===== src/rtl/pci_rdm_pkg.sv =====
package pci_rdm_pkg;

    localparam logic [3:0] CMD_MEM_READ = 4'b0110;

    typedef enum logic [1:0] {
        ST_IDLE = 2'd0,
        ST_ADDR = 2'd1,
        ST_DATA = 2'd2
    } rdm_state_e;

    typedef struct packed {
        logic        frame_n;
        logic        irdy_n;
        logic [31:0] ad;
        logic        ad_oe;
        logic [3:0]  cbe;
        logic        cbe_oe;
    } pci_bus_t;

    localparam pci_bus_t BUS_IDLE = '{
        frame_n: 1'b1,
        irdy_n:  1'b1,
        ad:      32'h0,
        ad_oe:   1'b0,
        cbe:     4'h0,
        cbe_oe:  1'b0
    };

endpackage


===== src/rtl/pci_rdm_devsel_timer.sv =====
module pci_rdm_devsel_timer #(
    parameter int unsigned WAIT_CLKS = 5
) (
    input  logic clk,
    input  logic rst_n,
    input  logic start_i,
    input  logic devsel_n_i,
    output logic expire_o
);
    localparam int unsigned CW = $clog2(WAIT_CLKS + 1);
    localparam logic [CW-1:0] LAST = CW'(WAIT_CLKS - 1);

    typedef struct packed {
        logic          armed;
        logic [CW-1:0] cnt;
    } tmr_t;

    tmr_t tmr_d, tmr_q;

    always_comb begin
        tmr_d    = tmr_q;
        expire_o = tmr_q.armed && devsel_n_i && (tmr_q.cnt == LAST);
        if (start_i) begin
            tmr_d.armed = 1'b1;
            tmr_d.cnt   = '0;
        end else if (tmr_q.armed) begin
            if (!devsel_n_i || expire_o) begin
                tmr_d.armed = 1'b0;
            end else begin
                tmr_d.cnt = tmr_q.cnt + 1'b1;
            end
        end
    end

    always_ff @(posedge clk or negedge rst_n) begin
        if (!rst_n) begin
            tmr_q <= '0;
        end else begin
            tmr_q <= tmr_d;
        end
    end

endmodule


===== src/rtl/pci_rdm_capture.sv =====
module pci_rdm_capture (
    input  logic        clk,
    input  logic        rst_n,
    input  logic        xfer_i,
    input  logic [31:0] ad_i,
    output logic        rd_valid_o,
    output logic [31:0] rd_data_o
);
    typedef struct packed {
        logic        valid;
        logic [31:0] data;
    } cap_t;

    cap_t cap_d, cap_q;

    always_comb begin
        cap_d       = cap_q;
        cap_d.valid = xfer_i;
        if (xfer_i) begin
            cap_d.data = ad_i;
        end
    end

    always_ff @(posedge clk or negedge rst_n) begin
        if (!rst_n) begin
            cap_q <= '0;
        end else begin
            cap_q <= cap_d;
        end
    end

    assign rd_valid_o = cap_q.valid;
    assign rd_data_o  = cap_q.data;

endmodule


===== src/rtl/pci_rdm_ctl.sv =====
module pci_rdm_ctl
    import pci_rdm_pkg::*;
#(
    parameter int unsigned CNT_W = 8
) (
    input  logic             clk,
    input  logic             rst_n,
    input  logic             req_valid_i,
    input  logic [31:0]      req_addr_i,
    input  logic [CNT_W-1:0] req_words_i,
    input  logic [3:0]       req_be_i,
    input  logic             sink_ready_i,
    input  logic             trdy_n_i,
    input  logic             devsel_n_i,
    input  logic             expire_i,
    output pci_bus_t         bus_o,
    output logic             xfer_o,
    output logic             start_o,
    output logic             busy_o,
    output logic             done_o,
    output logic             err_o
);
    localparam logic [CNT_W-1:0] ONE = CNT_W'(1);
    localparam logic [CNT_W-1:0] TWO = CNT_W'(2);

    typedef struct packed {
        rdm_state_e       st;
        pci_bus_t         bus;
        logic [CNT_W-1:0] rem;
        logic [3:0]       be;
        logic             done;
        logic             err;
    } ctl_t;

    localparam ctl_t CTL_RST = '{
        st:   ST_IDLE,
        bus:  BUS_IDLE,
        rem:  '0,
        be:   4'h0,
        done: 1'b0,
        err:  1'b0
    };

    ctl_t ctl_d, ctl_q;

    always_comb begin
        ctl_d      = ctl_q;
        ctl_d.done = 1'b0;
        start_o    = 1'b0;
        xfer_o     = (ctl_q.st == ST_DATA) && !ctl_q.bus.irdy_n
                     && !trdy_n_i && !devsel_n_i;
        unique case (ctl_q.st)
            ST_IDLE: begin
                if (req_valid_i && (req_words_i != '0)) begin
                    start_o            = 1'b1;
                    ctl_d.st           = ST_ADDR;
                    ctl_d.bus.frame_n  = 1'b0;
                    ctl_d.bus.irdy_n   = 1'b1;
                    ctl_d.bus.ad       = req_addr_i;
                    ctl_d.bus.ad_oe    = 1'b1;
                    ctl_d.bus.cbe      = CMD_MEM_READ;
                    ctl_d.bus.cbe_oe   = 1'b1;
                    ctl_d.rem          = req_words_i;
                    ctl_d.be           = req_be_i;
                    ctl_d.err          = 1'b0;
                end
            end
            ST_ADDR: begin
                if (expire_i) begin
                    ctl_d.st   = ST_IDLE;
                    ctl_d.bus  = BUS_IDLE;
                    ctl_d.err  = 1'b1;
                    ctl_d.done = 1'b1;
                end else begin
                    ctl_d.st          = ST_DATA;
                    ctl_d.bus.ad      = '0;
                    ctl_d.bus.ad_oe   = 1'b0;
                    ctl_d.bus.cbe     = ctl_q.be;
                    ctl_d.bus.irdy_n  = !sink_ready_i;
                    ctl_d.bus.frame_n = sink_ready_i && (ctl_q.rem == ONE);
                end
            end
            ST_DATA: begin
                if (expire_i) begin
                    ctl_d.st   = ST_IDLE;
                    ctl_d.bus  = BUS_IDLE;
                    ctl_d.err  = 1'b1;
                    ctl_d.done = 1'b1;
                end else if (xfer_o) begin
                    ctl_d.rem = ctl_q.rem - 1'b1;
                    if (ctl_q.rem == ONE) begin
                        ctl_d.st   = ST_IDLE;
                        ctl_d.bus  = BUS_IDLE;
                        ctl_d.done = 1'b1;
                    end else begin
                        ctl_d.bus.irdy_n  = !sink_ready_i;
                        ctl_d.bus.frame_n = sink_ready_i && (ctl_q.rem == TWO);
                    end
                end else if (ctl_q.bus.irdy_n) begin
                    ctl_d.bus.irdy_n  = !sink_ready_i;
                    ctl_d.bus.frame_n = sink_ready_i && (ctl_q.rem == ONE);
                end
            end
            default: begin
                ctl_d = CTL_RST;
            end
        endcase
    end

    always_ff @(posedge clk or negedge rst_n) begin
        if (!rst_n) begin
            ctl_q <= CTL_RST;
        end else begin
            ctl_q <= ctl_d;
        end
    end

    assign bus_o  = ctl_q.bus;
    assign busy_o = (ctl_q.st != ST_IDLE);
    assign done_o = ctl_q.done;
    assign err_o  = ctl_q.err;

endmodule


===== src/rtl/pci_rd_burst_master.sv =====
module pci_rd_burst_master
    import pci_rdm_pkg::*;
#(
    parameter int unsigned CNT_W       = 8,
    parameter int unsigned DEVSEL_WAIT = 5
) (
    input  logic             clk,
    input  logic             rst_n,
    input  logic             req_valid_i,
    input  logic [31:0]      req_addr_i,
    input  logic [CNT_W-1:0] req_words_i,
    input  logic [3:0]       req_be_i,
    output logic             busy_o,
    output logic             done_o,
    output logic             err_o,
    input  logic             sink_ready_i,
    output logic             rd_valid_o,
    output logic [31:0]      rd_data_o,
    output logic             frame_n_o,
    output logic             irdy_n_o,
    output logic [31:0]      ad_o,
    output logic             ad_oe_o,
    output logic [3:0]       cbe_o,
    output logic             cbe_oe_o,
    input  logic [31:0]      ad_i,
    input  logic             trdy_n_i,
    input  logic             devsel_n_i
);
    pci_bus_t bus;
    logic     xfer;
    logic     start;
    logic     expire;

    pci_rdm_ctl #(
        .CNT_W (CNT_W)
    ) u_ctl (
        .clk          (clk),
        .rst_n        (rst_n),
        .req_valid_i  (req_valid_i),
        .req_addr_i   (req_addr_i),
        .req_words_i  (req_words_i),
        .req_be_i     (req_be_i),
        .sink_ready_i (sink_ready_i),
        .trdy_n_i     (trdy_n_i),
        .devsel_n_i   (devsel_n_i),
        .expire_i     (expire),
        .bus_o        (bus),
        .xfer_o       (xfer),
        .start_o      (start),
        .busy_o       (busy_o),
        .done_o       (done_o),
        .err_o        (err_o)
    );

    pci_rdm_devsel_timer #(
        .WAIT_CLKS (DEVSEL_WAIT)
    ) u_timer (
        .clk        (clk),
        .rst_n      (rst_n),
        .start_i    (start),
        .devsel_n_i (devsel_n_i),
        .expire_o   (expire)
    );

    pci_rdm_capture u_cap (
        .clk        (clk),
        .rst_n      (rst_n),
        .xfer_i     (xfer),
        .ad_i       (ad_i),
        .rd_valid_o (rd_valid_o),
        .rd_data_o  (rd_data_o)
    );

    assign frame_n_o = bus.frame_n;
    assign irdy_n_o  = bus.irdy_n;
    assign ad_o      = bus.ad;
    assign ad_oe_o   = bus.ad_oe;
    assign cbe_o     = bus.cbe;
    assign cbe_oe_o  = bus.cbe_oe;

endmodule


===== config.mk =====
export PLATFORM = sky130hd
export DESIGN_NAME = pci_rd_burst_master
export DESIGN_NICKNAME = d
export VERILOG_FILES = /design/src/rtl/pci_rdm_pkg.sv /design/src/rtl/pci_rdm_devsel_timer.sv /design/src/rtl/pci_rdm_capture.sv /design/src/rtl/pci_rdm_ctl.sv /design/src/rtl/pci_rd_burst_master.sv
export SDC_FILE = /design/constraint.sdc
export NUM_CORES = 1
export LEC_CHECK = 0
export CAP_MARGIN = 20
export CORE_UTILIZATION = 56
export CTS_CLUSTER_SIZE = 24
export DETAILED_ROUTE_END_ITERATION = 8
export DONT_BUFFER_PORTS = 1
export MAX_ROUTING_LAYER = met4
export PLACE_DENSITY = 0.73
export REMOVE_ABC_BUFFERS = 1
export SYNTH_ARGS = -nofsm -noshare
export SYNTH_HDL_FRONTEND = slang
export SYNTH_HIERARCHICAL = 1
export SYNTH_SLANG_ARGS = --single-unit

===== constraint.sdc =====
create_clock -name clk -period 2.8 [get_ports clk]
set_input_delay 0.84 -clock clk [delete_from_list [all_inputs] [get_ports clk]]
set_output_delay 0.84 -clock clk [all_outputs]
set_load 0.05 [all_outputs]

==> summary.txt <==
STA
  – Hold Fails Final Rpt: 0
  – Final slew viol count: 0
  – Final period utilization: 86.1%
  – Rel. slew slack: 47.8%
  – Max Clk Rate: 415 MHz
  – Setup Viol. Count Final: 0
  – Unrepaired setup endpoints after global routing: no
  – Layout Skew: 13.3 ps
  – Fin crit period: 2410 ps
  – Slew @ Worst Pin: 775 ps

Synthesis
  – Xor/xnor share of the synthesized area: 0%
  – Fraction of the mapped netlist area in compound gates: 16.4%
  – Ys async rst share: 100%
  – Mapped cell area: 5010 um^2
  – Largest family of logic cells by synthesized area: compound AO/OA/AOI/OAI gates
  – Synth Area in Adders: 2.25%
  – Count of cell types in the netlist: 52
  – #FFs+latches synth: 92
  – Mux contribution to synthesized area: 11.1%
  – Syn Inst Count: 458
  – Most used DFF post-synth: dfrtp_1
  – EDFF count, synth: 0
  – Seq/Total Area, Yosys: 46.0%
  – Synth Area in Simple Gates: 13.5%
  – Yosys warns: 6
  – Syn avg cell area: 10.9 um^2

Route
  – Vias per cell: 6.20
  – WL final: 10600 um
  – DR vias: 3286
  – Antenna Violating Nets Remaining: 0
  – Initial DRC Count: 160
  – DRC Markers: 0
  – Iteration count of the initial detailed-routing pass: 4
  – WL/cell: 20.0 um

Status
  – Status: complete, no violations

Place
  – Placer Congestion: 0.863
  – Hpwl dp: 7210 um
  – PortBufs: 0
  – DP Area: 4820 um^2
  – Placed cells: 514

Cells and area
  – Final Non-Filler Cells: 530
  – Final instance area: 5030 um^2
  – Diode count: 0
  – Most common cell after layout, fill and taps aside: dfrtp_1
  – Fraction of layout cells with a size suffix above 1: 24.6%
  – Most frequent cells in the layout: dfrtp_1 (90), nand2_1 (77), nand3_1 (36)
  – Layout area overhead: 0.425%
  – Final nets: 508

Critical path
  – Crit path kind: reg -> reg
  – RR Startpoint: u_timer/tmr_q[0]
  – Critical Path End: u_ctl/ctl_q[7]
  – Worst r2r dst: u_ctl/ctl_q[7]
  – Crit Path Max Fanout: 8
  – CP startpoint kind: flop
  – Data required time of the worst path: 3080 ps
  – Arrival @ worst endpoint: 2690 ps
  – Reg2reg path depth: 8
  – CP startpoint: u_timer/tmr_q[0]
  – R2R setup slack: 390 ps
  – Setup crit end kind: flop

Global routing
  – Initial antenna violation count: 0
  – Vias in the first global route: 3061
  – GRT overflow: 0
  – Wire length of the first global-routing pass: 15500 um
  – Largest net degree at the start of global routing: 93
  – Gr usage total: 22.7%

Floorplanning
  – # IOs: 158
  – Die width: 96.6 um
  – Rows: 34
  – Chip height: 96.6 um
  – Initial core utilization: 57.7%
  – Core area: 8680 um^2
  – Die ar.: 9330 um^2

Run
  – Max Cap Viol: 0

Clocking
  – Root buffer selected by CTS: clkbuf_8
  – H-tree lvl count: 3
  – Clock Latency Late Sink: 370 ps
  – CTS tree: yes
  – Hold_buf cts: 0
  – Clk sinks: 92
  – CTS Buf Count: 9
  – Register clock-pin slew on the reported worst setup and hold paths: 100 ps
  – Post-CTS sizing: 0
  – Post-CTS Setup Bufs: 0
  – Clock buffer depth: 2

Min path
  – Min-Delay Path Class: in -> async

Pwr
  – Peak VDD IR: 570 uV
  – Static Leakage: 0.00226 uW
  – PD cells: 1430 nW/um^2
routing by layer:
metal / GRT usage [%] / up-vias / wire [um]
met2: 35.9 / 120 / 5280
met3: 7.04 / 14 / 858
met4: 8.33 / 0 / 150
met1: 27.5 / 1652 / 4300
met5: - / - / 0
li1: - / 1500 / -
cells by family (layout without fill, tap and decap cells):
kind of cell	after synthesis	after routing
AND/OR/NAND/NOR	146	146
adder cells (fa/ha/maj)	9	9
flip-flops	92	92
AO/OA/AOI/OAI	90	90
buffers and inverters	81	45
multiplexers	40	40
area by class of cell:
class	count	area (um^2)
fill	717	3650
sequential	92	2300
multi-input combinational	285	2190
timing repair buffer	16	145
tap	108	135
clock buffer	9	124
clock inverter	7	81.3
inverter	13	48.8
cells in the mapped netlist (all sizes together) (2+ instances only):
cell	n	area share, %
dfrtp	90	45
nand2	77	5.8
buf	51	8.5
nand3	36	3.6
o211ai	36	8.3
mux2	35	10
clkbuf	17	1.3
inv	13	0.97
ha	9	2.2
nor2	9	0.67
a21oi	8	1.0
a22oi	7	1.0
o21ai	6	0.60
o2bb2ai	6	1.0
a21o	5	0.75
mux2i	5	1.0
nor3	5	0.50
a32oi	4	0.70
nand2b	4	0.50
a2bb2oi	3	0.52
nor3b	3	0.45
nor4	3	0.37
o221ai	3	0.52
a21boi	2	0.30
dfstp	2	1.0
or3	2	0.25
or4	2	0.30
worst min-delay path by stage:
stage,slack [ps],endpoint
after CTS,130,u_ctl/bus_o[16]
after global placement,480,u_ctl/ctl_q[12]
after floorplan,460,u_ctl/ctl_q[12]
after global routing,120,u_ctl/bus_o[16]
final,150,u_ctl/bus_o[23]
after detailed placement,500,u_ctl/ctl_q[12]
where the power goes:
group / internal [uW] / total (uW) / switching (uW)
sequential: 1880 / 4070 / 2190
combinational: 997 / 2190 / 1190
clock: 430 / 943 / 512
total: 3310 / 7200 / 3890
state kept, by name, summed over array words and instances, names as in the netlist:
signal and cells:
u_ctl/ctl_q 14, u_ctl/bus_o 39, u_ctl/done_o 1, u_cap/rd_valid_o 1
u_ctl/err_o 1, u_timer/tmr_q 4, u_cap/rd_data_o 32
worst max-delay path, stage by stage, from the launching register on:
cell      delay [ps]
dfrtp_1          380
inv_1             70
ha_1             240
nand2_1           80
nor2_1           100
or4_1            550
a21oi_2          320
a21boi_1         320
mux2i_1          270
through the flow:
step	utilization [%]	TNS [ps]	hold slack (ps)	total power (uW)	setup slack (ps)
3_5_place_dp	55.6	0	500	6270	229
2_1_floorplan	-	-164370	457	5640	-3360
6_report	58.0	0	145	7200	388
4_1_cts	58.0	0	126	7240	416
3_3_place_gp	55.6	0	479	6150	334
5_1_grt	58.0	0	117	7590	263
(Power assumes the default switching activity.)
